$ cat src/rtl/ptf_pkg.sv
package ptf_pkg;
  typedef enum logic [1:0] {
    PS_IDLE = 2'd0,
    PS_CMDW = 2'd1,
    PS_PIO  = 2'd2,
    PS_BUSY = 2'd3
  } ptf_state_e;

  localparam logic [3:0] RA_DATA   = 4'd0;
  localparam logic [3:0] RA_ERRFT  = 4'd1;
  localparam logic [3:0] RA_REASON = 4'd2;
  localparam logic [3:0] RA_ADRLO  = 4'd3;
  localparam logic [3:0] RA_BCLO   = 4'd4;
  localparam logic [3:0] RA_BCHI   = 4'd5;
  localparam logic [3:0] RA_STCMD  = 4'd7;
  localparam logic [3:0] RA_ALTCTL = 4'd8;

  localparam logic [7:0] OP_NOP    = 8'h00;
  localparam logic [7:0] OP_PACKET = 8'hA0;
  localparam logic [7:0] OP_SETFT  = 8'hEF;

  localparam logic [7:0] ST_BSY = 8'h80;
  localparam logic [7:0] ST_DRQ = 8'h08;
  localparam logic [7:0] ST_XFER  = 8'h58;
  localparam logic [7:0] ST_DONE  = 8'h50;
  localparam logic [7:0] ST_ABORT = 8'h51;

  localparam logic [7:0] RSN_CMD  = 8'h01;
  localparam logic [7:0] RSN_IO   = 8'h02;
  localparam logic [7:0] RSN_DONE = 8'h03;
endpackage

$ cat src/rtl/ptf_irq.sv
module ptf_irq (
  input  logic clk,
  input  logic rst_n,
  input  logic raise,
  input  logic clear,
  input  logic masked,
  output logic pending,
  output logic irq_o
);
  logic pend_q;

  always_ff @(posedge clk) begin
    if (!rst_n)      pend_q <= 1'b0;
    else if (raise)  pend_q <= 1'b1;
    else if (clear)  pend_q <= 1'b0;
  end

  assign pending = pend_q;
  assign irq_o   = pend_q & ~masked;
endmodule

$ cat src/rtl/ptf_pkt_capture.sv
module ptf_pkt_capture #(
  parameter int PKT_WORDS = 6,
  parameter int IDX_W     = 8
) (
  input  logic                   clk,
  input  logic                   rst_n,
  input  logic                   wr_en,
  input  logic [IDX_W-1:0]       wr_idx,
  input  logic [15:0]            wr_word,
  input  logic                   launch,
  input  logic                   drop,
  input  logic                   ready,
  output logic                   valid,
  output logic [PKT_WORDS*16-1:0] data
);
  logic valid_q;

  for (genvar k = 0; k < PKT_WORDS; k++) begin : g_slot
    logic [15:0] word_q;
    always_ff @(posedge clk) begin
      if (!rst_n)                                 word_q <= '0;
      else if (wr_en && wr_idx == IDX_W'(k))      word_q <= wr_word;
    end
    assign data[16*k +: 16] = word_q;
  end

  always_ff @(posedge clk) begin
    if (!rst_n)               valid_q <= 1'b0;
    else if (drop)            valid_q <= 1'b0;
    else if (launch)          valid_q <= 1'b1;
    else if (valid_q && ready) valid_q <= 1'b0;
  end

  assign valid = valid_q;
endmodule

$ cat src/rtl/ptf_rd_buffer.sv
module ptf_rd_buffer #(
  parameter int WORDS = 128,
  localparam int AW   = $clog2(WORDS)
) (
  input  logic          clk,
  input  logic          we,
  input  logic [AW-1:0] waddr,
  input  logic [15:0]   wdata,
  input  logic [AW-1:0] raddr,
  output logic [15:0]   rdata
);
  logic [15:0] mem [WORDS];

  always_ff @(posedge clk) begin
    if (we) mem[waddr] <= wdata;
  end

  assign rdata = mem[raddr];
endmodule

$ cat src/rtl/pkt_taskfile_ctrl.sv
module pkt_taskfile_ctrl
  import ptf_pkg::*;
#(
  parameter int BUF_WORDS = 128,
  parameter int PKT_BYTES = 12,
  localparam int AW       = $clog2(BUF_WORDS),
  localparam int LEN_W    = AW + 2,
  localparam int PKT_W    = PKT_BYTES * 8
) (
  input  logic             clk,
  input  logic             rst_n,
  input  logic             host_sel,
  input  logic             host_wr,
  input  logic [3:0]       host_addr,
  input  logic [15:0]      host_wdata,
  output logic [15:0]      host_rdata,
  output logic             irq,
  output logic             pkt_valid,
  input  logic             pkt_ready,
  output logic [PKT_W-1:0] pkt_data,
  input  logic             rd_valid,
  output logic             rd_ready,
  input  logic [LEN_W-1:0] rd_len,
  input  logic             buf_we,
  input  logic [AW-1:0]    buf_waddr,
  input  logic [15:0]      buf_wdata
);
  localparam int PKT_WORDS = PKT_BYTES / 2;
  localparam int WO_W      = AW + 1;

  ptf_state_e       state_q;
  logic [7:0]       status_q, error_q, reason_q, adrlo_q, bclo_q, bchi_q;
  logic [1:0]       feat_q;
  logic             nien_q;
  logic [WO_W-1:0]  wofs_q;
  logic [LEN_W-1:0] len_q;
  logic             pending;
  logic [15:0]      buf_rword;
  logic [15:0]      len_ext;

  // Host access decode
  logic acc_rd, acc_wr, data_rd, data_wr, cmd_wr, stat_rd;
  logic op_nop, op_pkt, op_setft;
  logic pkt_word, pkt_last, pio_word, pio_last, rd_take;
  logic [WO_W:0] wnext;

  assign acc_rd   = host_sel & ~host_wr;
  assign acc_wr   = host_sel &  host_wr;
  assign data_rd  = acc_rd & (host_addr == RA_DATA);
  assign data_wr  = acc_wr & (host_addr == RA_DATA);
  assign cmd_wr   = acc_wr & (host_addr == RA_STCMD);
  assign stat_rd  = acc_rd & (host_addr == RA_STCMD);
  assign op_nop   = cmd_wr & (host_wdata[7:0] == OP_NOP);
  assign op_pkt   = cmd_wr & (host_wdata[7:0] == OP_PACKET);
  assign op_setft = cmd_wr & (host_wdata[7:0] == OP_SETFT);

  assign wnext    = {1'b0, wofs_q} + 1'b1;
  assign pkt_word = data_wr & (state_q == PS_CMDW);
  assign pkt_last = pkt_word & (wnext >= (WO_W+1)'(PKT_WORDS));
  assign pio_word = data_rd & (state_q == PS_PIO);
  assign pio_last = pio_word & ({wnext, 1'b0} >= (WO_W+2)'(len_q));

  assign rd_ready = (state_q == PS_BUSY) & ~pkt_valid & ~cmd_wr;
  assign rd_take  = rd_ready & rd_valid;
  assign len_ext  = 16'(rd_len);

  always_ff @(posedge clk) begin
    if (!rst_n) begin
      state_q  <= PS_IDLE;
      status_q <= 8'h00;
      error_q  <= 8'h01;
      reason_q <= 8'h01;
      adrlo_q  <= 8'h81;
      bclo_q   <= 8'h14;
      bchi_q   <= 8'hEB;
      feat_q   <= 2'b00;
      nien_q   <= 1'b0;
      wofs_q   <= '0;
      len_q    <= '0;
    end else begin
      if (rd_take) begin
        state_q  <= PS_PIO;
        status_q <= ST_XFER;
        reason_q <= RSN_IO;
        bclo_q   <= len_ext[7:0];
        bchi_q   <= len_ext[15:8];
        len_q    <= rd_len;
        wofs_q   <= '0;
      end
      if (pio_word) begin
        wofs_q <= wnext[WO_W-1:0];
        if (pio_last) begin
          state_q  <= PS_IDLE;
          status_q <= status_q & ~ST_DRQ;
          reason_q <= RSN_DONE;
        end
      end
      if (acc_wr) begin
        unique case (host_addr)
          RA_ERRFT:  feat_q   <= host_wdata[1:0];
          RA_REASON: reason_q <= host_wdata[7:0];
          RA_ADRLO:  adrlo_q  <= host_wdata[7:0];
          RA_BCLO:   bclo_q   <= host_wdata[7:0];
          RA_BCHI:   bchi_q   <= host_wdata[7:0];
          RA_ALTCTL: nien_q   <= host_wdata[1];
          RA_DATA: begin
            if (pkt_word) begin
              wofs_q <= wnext[WO_W-1:0];
              if (pkt_last) begin
                state_q  <= PS_BUSY;
                status_q <= (status_q & ~ST_DRQ) | ST_BSY;
              end
            end
          end
          RA_STCMD: begin
            if (op_nop) begin
              state_q  <= PS_IDLE;
              status_q <= ST_ABORT;
              error_q  <= 8'h04;
            end else if (op_pkt) begin
              state_q  <= PS_CMDW;
              status_q <= ST_XFER;
              error_q  <= {6'b0, feat_q};
              reason_q <= RSN_CMD;
              wofs_q   <= '0;
            end else if (op_setft) begin
              status_q <= ST_DONE;
              error_q  <= 8'h00;
              bclo_q   <= 8'h00;
              bchi_q   <= 8'h00;
            end
          end
          default: ;
        endcase
      end
    end
  end

  always_comb begin
    unique case (host_addr)
      RA_DATA:   host_rdata = (state_q == PS_PIO) ? buf_rword : 16'hFFFF;
      RA_ERRFT:  host_rdata = {8'h00, error_q};
      RA_REASON: host_rdata = {8'h00, reason_q};
      RA_ADRLO:  host_rdata = {8'h00, adrlo_q};
      RA_BCLO:   host_rdata = {8'h00, bclo_q};
      RA_BCHI:   host_rdata = {8'h00, bchi_q};
      RA_STCMD,
      RA_ALTCTL: host_rdata = {8'h00, status_q};
      default:   host_rdata = 16'h0000;
    endcase
  end

  ptf_irq u_irq (
    .clk     (clk),
    .rst_n   (rst_n),
    .raise   (op_nop | op_setft | rd_take | pio_last),
    .clear   (cmd_wr | (stat_rd & ~status_q[7])),
    .masked  (nien_q),
    .pending (pending),
    .irq_o   (irq)
  );

  ptf_pkt_capture #(.PKT_WORDS(PKT_WORDS), .IDX_W(WO_W)) u_cap (
    .clk     (clk),
    .rst_n   (rst_n),
    .wr_en   (pkt_word),
    .wr_idx  (wofs_q),
    .wr_word (host_wdata),
    .launch  (pkt_last),
    .drop    (op_nop | op_pkt),
    .ready   (pkt_ready),
    .valid   (pkt_valid),
    .data    (pkt_data)
  );

  ptf_rd_buffer #(.WORDS(BUF_WORDS)) u_buf (
    .clk   (clk),
    .we    (buf_we),
    .waddr (buf_waddr),
    .wdata (buf_wdata),
    .raddr (wofs_q[AW-1:0]),
    .rdata (buf_rword)
  );
endmodule

$ cat config.mk
export PLATFORM = sky130hd
export DESIGN_NAME = pkt_taskfile_ctrl
export DESIGN_NICKNAME = d
export VERILOG_FILES = /design/src/rtl/ptf_pkg.sv /design/src/rtl/ptf_irq.sv /design/src/rtl/ptf_pkt_capture.sv /design/src/rtl/ptf_rd_buffer.sv /design/src/rtl/pkt_taskfile_ctrl.sv
export SDC_FILE = /design/constraint.sdc
export NUM_CORES = 2
export LEC_CHECK = 0
export CORE_MARGIN = 4
export CORE_UTILIZATION = 35
export CTS_BUF_LIST = sky130_fd_sc_hd__clkbuf_8
export DETAILED_ROUTE_END_ITERATION = 10
export GPL_TIMING_DRIVEN = 0
export PLACE_DENSITY = 0.58
export SETUP_SLACK_MARGIN = 0.02
export SYNTH_ARGS = -nofsm -noshare
export SYNTH_HDL_FRONTEND = slang
export SYNTH_SLANG_ARGS = --single-unit
$ cat constraint.sdc
create_clock -name clk -period 3.17 [get_ports clk]
set_input_delay 0.634 -clock clk [delete_from_list [all_inputs] [get_ports clk]]
set_output_delay 0.634 -clock clk [all_outputs]
set_load 0.02 [all_outputs]
[Word level (Yosys, flattened, before mapping)]
Memories as Yosys holds them, arrays and structs flattened. A register that Yosys moved wholly into a read port is not among the register bits.
Index checks and enable logic that the tools add are counted.
Word-level totals
  register bits: 168
  RAM bits: 2048
  input port bits: 59
  output and inout bits: 115
  logic and storage cells: 147
  memories kept: 1
Memory list
  u_buf.mem: depth 128, bits a word 16, rd ports 1, clocked after Yosys merged registers in 1, wr ports 1, RTL line ptf_rd_buffer.sv:12  | logic [15:0] mem [WORDS];
Operators by class
  add/subtract/negate cells: 1
  $lt $le $gt $ge: 2
  equal/unequal tests: 18
  mux-type cells: 57
  bitwise gates (word level): 29
  reductions and logical operators: 19
Operators by type and width (count)
  $mux W8: 34
  $pmux W16 S7: 1
  $pmux W8 S2: 5
  $and A1 B1 Y1: 18
  $eq A8 B2 Y1 const B: 2
  $eq A8 B3 Y1 const B: 2
  $eq A8 B8 Y1 const B: 2
  $logic_not A8 Y1: 2
  $mux W16: 1
  $mux W2: 8
  $eq A4 B3 Y1 const B: 3
  $ge A10 B9 Y1: 1
  $add A8 B1 Y9 const B: 1
  $ge A9 B3 Y1 const B: 1
  $eq A4 B2 Y1 const B: 2
  $eq A8 B1 Y1 const B: 1
  $logic_and A1 B1 Y1: 7
  $mux W7: 1
  $mux W1: 6
  $not A1 Y1: 6
  $reduce_and A2 Y1: 3
  $or A1 B1 Y1: 5
  $eq A2 B2 Y1 const B: 2
  $eq A4 B1 Y1 const B: 1
  9 further kinds: 11

[Logic depth before layout (Yosys ltp)]
  word-level depth: 13
  gate-level depth with buffers: 16
  depth with buffers taken out: 12

[By module]
Synthesis repeated with hierarchy kept, for this count alone.
Second synthesis, totals
  cells, all modules: 3886
  area total of the unflattened synthesis: 85423.2 um^2
By module, submodules not included
  ptf_rd_buffer: times used 1, cells an instance 3070, area each 78202.5 um^2, seq. area each 61499.0 um^2
  ptf_pkt_capture: times used 1, cells an instance 341, area each 3607.2 um^2, seq. area each 1941.9 um^2
  pkt_taskfile_ctrl: times used 1, cells an instance 471, area each 3565.9 um^2, seq. area each 1301.2 um^2
  ptf_irq: times used 1, cells an instance 4, area each 47.5 um^2, seq. area each 20.0 um^2

[Worst setup path before layout]
OpenSTA, ideal clock, no wires.
  path kind: register to register
  start point: register wofs_q[0]
  end point: register reason_q[1]
  library setup time: 0.130 ns
  arrival time: 3.267 ns
  data required time: 3.040 ns
  setup slack: -0.227 ns
  stages on the path, launching flop included: 17
  path buffers: 6
  clock period less this slack: 3.397 ns
  cells stage by stage: dfxtp_1 -> buf_6 -> buf_6 -> buf_6 -> buf_6 -> buf_4 -> buf_4 -> inv_1 -> ha_1 -> ha_1 -> a21o_1 -> a21o_1 -> a211oi_1 -> o21ai_0 -> a21oi_1 -> nor2b_1 -> o32ai_1
Between the ends
  longest elaborated chain between the ends: 9
RTL lines
  from (decl): RTL line pkt_taskfile_ctrl.sv:35  | logic [WO_W-1:0] wofs_q;
  from (signal assigned): RTL line pkt_taskfile_ctrl.sv:91  | wofs_q <= wnext[WO_W-1:0];
  from (signal assigned): RTL line pkt_taskfile_ctrl.sv:108  | wofs_q <= wnext[WO_W-1:0];
  $add A8 B1 Y9 (*): RTL line pkt_taskfile_ctrl.sv:57  | assign wnext = {1'b0, wofs_q} + 1'b1;
  $ge A10 B9 Y1 (*): RTL line pkt_taskfile_ctrl.sv:61  | assign pio_last = pio_word & ({wnext, 1'b0} >= (WO_W+2)'(len_q));
  $and A1 B1 Y1 (*): RTL line pkt_taskfile_ctrl.sv:61
  $mux W8 (*): RTL line pkt_taskfile_ctrl.sv:92  | if (pio_last) begin
  $mux W8 (*): RTL line pkt_taskfile_ctrl.sv:90  | if (pio_word) begin
  $mux W8: RTL line pkt_taskfile_ctrl.sv:120  | end else if (op_pkt) begin
  $mux W8: RTL line pkt_taskfile_ctrl.sv:116  | if (op_nop) begin
  $pmux W8 S2: RTL line pkt_taskfile_ctrl.sv:99  | unique case (host_addr)
  $mux W8 (*): RTL line pkt_taskfile_ctrl.sv:98  | if (acc_wr) begin
  to (signal assigned): RTL line pkt_taskfile_ctrl.sv:101  | RA_REASON: reason_q <= host_wdata[7:0];
  to (decl): RTL line pkt_taskfile_ctrl.sv:32  | logic [7:0] status_q, error_q, reason_q, adrlo_q, bclo_q, bchi_q;
Every way passes the cells marked *; elsewhere a longest branch is shown, timed or not.
A chain may end at the register's enable or synchronous reset.

==> metrics.txt <==
CTS tree yes; all-layer global routing usage 0.259; Min Hold Slack 0.101 ns; H-Tree Depth 5; NumNets Final ~5300; full die area 0.252 mm²; insertion delay to the later sink of the worst-skew pair 1.05 ns; Worst EP arrival 4.47 ns; Clock Tree Root clkbuf_8; worst slew pin tran 1.54 ns; total global routing overflow 0; DR iter-0 viols 9258; setup violators final 27; Ys Warns 0; Post-route DRC 0; row cnt 181; syn_nets 4389; Slew Limit Fails 42; clock sink count 2211; Die Span Y 502 µm; Gate Count Post-Synth 4318; Slew headroom -0.0270; via count around 52000; final hold violation count 0; Mapped Area 0.0856 mm²; CTS Buffer Depth 4; synth-to-layout area growth 25.0%; synthesized area per cell 19.8 µm²; PwrDens 522 mW/mm²; ys flop type edfxtp_1; vias in the first global route around 50000; LEAKAGE 33.2 nW; Die X ~500 µm; crit path max fanout 10; Initial Util 0.352; FF+latch count, synth around 2200; vias per cell 6.02; Setup WS post-layout -1.93 ns; max cap viols 6; fraction of registers with async set/reset 0; detailed placement HPWL 214000 µm; Detailed Routing Iterations Pass 1 7; Worst Setup End Kind primary output; largest net degree at the start of global routing between 90 and 100; Filler cells 20895; Final period util 1.61; Final Util 0.440; TritonCTS buffer count 371; Cell variety after synth 71; status finished with violations; CP Data Required Time roughly 2.5 ns; initial antenna violation count 28; wire length per cell 38.5 µm; first-pass GRT wire length around 440000 µm; fin area approximately 0.11 mm²; Placeable Area 0.243 mm²; Setup CP Type reg -> out; Worst Setup Start Kind register; failing checks max-capacitance violations, max-slew violations, negative setup slack; number of flops mapped to enable cells by yosys 2048; RSZ-0062 raised after global routing true; post-route minimum period ~5.1 ns; sequential element share of the synthesized area 0.757; PortBufs roughly 170; placed standard-cell area 0.0943 mm²; I/O pin total 174; proportion of layout cells with a drive suffix above 1 0.346; global placement routability congestion a little under 1; Routed Antenna Nets 0; WL final between 300000 and 400000 µm; Clk pin slew, worst setup/hold paths 0.06 ns; Clock Skews 0.0604 ns; Max rail drop VDD 0.000376 V; FMAX 196 MHz; worst min-delay path class in -> reg
## worst max-delay path, stage by stage (launching register included)
cell,delay (ns)
dfxtp_1,0.33
clkbuf_2,0.39
nand2b_1,0.18
buf_1,1.08
o221a_2,0.46
a31oi_4,0.07
a311oi_4,0.47
a311oi_4,0.18
buf_6,0.23
## flip-flops by register name (all words and copies together), names as in the netlist
signal,flops
adrlo_q,8
bchi_q,8
bclo_q,8
error_q,3
feat_q,2
len_q,9
nien_q,1
reason_q,8
state_q,2
status_q,8
u_buf.mem,2048
u_cap.g_slot.word_q,96
u_cap.valid,1
u_irq.pending,1
wofs_q,8
## final cells by class
| type | count | area (µm²) | share of cell area |
|---|---|---|---|
| Multi-Input combinational cell | 1833 | 21400 | 0.200 |
| Clock buffer | 378 | 5200 | 0.0487 |
| Antenna cell | 18 | 45.0 | 0.000421 |
| Sequential cell | 2211 | 64800 | 0.606 |
| Buffer | 246 | 3560 | 0.0333 |
| Timing Repair Buffer | 534 | 6770 | 0.0633 |
| Clock inverter | 231 | 1060 | 0.00996 |
| Tap cell | 3202 | 4010 | 0.0375 |
| Inverter | 20 | 96.3 | 0.000901 |
## per-stage QoR
stage               worst slack (ns)  total power, mW  cells  setup TNS [ns]
floorplan                     0.0142             32.8   4318               0
global placement               -4.52             33.6   7686        -6798.08
detailed placement             -4.22             33.6   7813         -494.31
CTS                            -2.04             55.9   8572          -33.44
global route                   -1.93             57.4   8667          -33.37
finish                         -1.93             55.9   8673          -32.69
## layout by cell type, fill, tap and decap left out, types with 54 or more instances in the layout
| cell type | instances |
|---|---|
| dfxtp_1 | 159 |
| buf_4 | 185 |
| mux4_2 | 529 |
| buf_12 | 79 |
| buf_16 | 108 |
| a22oi_1 | 54 |
| buf_6 | 63 |
| clkdlybuf4s50_1 | 133 |
| clkinv_1 | 67 |
| nor2_2 | 84 |
| nand2_1 | 350 |
| nor2_1 | 57 |
| inv_1 | 136 |
| a21oi_1 | 160 |
| mux2i_1 | 89 |
| buf_8 | 78 |
| edfxtp_1 | 2048 |
| clkbuf_8 | 393 |
## worst paths after layout
path | start | endpoint | slack, ns | depth (start not counted)
worst min register to register | u_cap.g_slot[5].word_q[12] | u_cap.g_slot[5].word_q[12] | 0.45 | 2
worst min-delay path | buf_wdata[5] | u_buf.mem[92][5] | 0.10 | 1
worst max register to register | wofs_q[0] | reason_q[1] | -0.41 | 19
worst max-delay path | wofs_q[4] | host_rdata[11] | -1.93 | 8
## report_power, final
part           total, mW  switching, mW  internal, mW
sequential          32.0         0.0250          32.0
clock               22.8           11.5          11.3
combinational       1.10          0.868         0.235
total               55.9           12.4          43.5
## cell usage after synthesis, types with 15 or more instances
| cell | instances | share of area |
|---|---|---|
| a221oi_1 | 25 | 0.0026 |
| mux2i_1 | 110 | 0.013 |
| nor2b_1 | 23 | 0.0017 |
| buf_2 | 54 | 0.0032 |
| a21oi_1 | 176 | 0.010 |
| buf_4 | 40 | 0.0035 |
| inv_1 | 17 | 0.00075 |
| nand2b_1 | 15 | 0.0011 |
| dfxtp_1 | 163 | 0.038 |
| a22oi_1 | 72 | 0.0063 |
| clkbuf_1 | 110 | 0.0048 |
| mux4_2 | 529 | 0.14 |
| nand2_1 | 364 | 0.016 |
| edfxtp_1 | 2048 | 0.72 |
| nor3_1 | 25 | 0.0015 |
| nor2_1 | 182 | 0.0080 |
| nand3_1 | 37 | 0.0022 |
| buf_6 | 22 | 0.0029 |
| a211oi_1 | 15 | 0.0013 |
| buf_1 | 20 | 0.00088 |
| nand4_1 | 17 | 0.0012 |
| a31oi_1 | 17 | 0.0012 |
| o21ai_0 | 34 | 0.0020 |
## kinds of logic (layout without fill, tap and decap cells)
logic type | Yosys count | count (layout) | share of synthesized area
flip-flops | 2211 | 2211 | 0.757
AO/OA/AOI/OAI | 452 | 452 | 0.0348
AND/OR/NAND/NOR | 720 | 720 | 0.0364
multiplexers | 643 | 643 | 0.153
XOR/XNOR | 6 | 6 | 0.000614
buffers and inverters | 274 | 1409 | 0.0170
adder cells (fa/ha/maj) | 12 | 12 | 0.00175
other | 0 | 18 | 0
## metal layers
layer,GRT usage,part of all wire,up-vias
met1,0.342,0.36,27375
met5,0.00190,0.00026,-
met2,0.372,0.43,4373
met3,0.0895,0.14,870
met4,0.151,0.062,8
li1,-,-,19604
## what timing repair did
item / 4_1_cts / 5_1_grt
cloned: 7 / 2
endpoints found under the hold margin: 90 / 0
endpoints found under the setup margin: 125 / 61
gates resized for setup: 797 / 172
pin swaps: 55 / 72
setup buffers: 143 / 84
hold buffers: 7 / 0
Power figures use the tool's default switching activity.
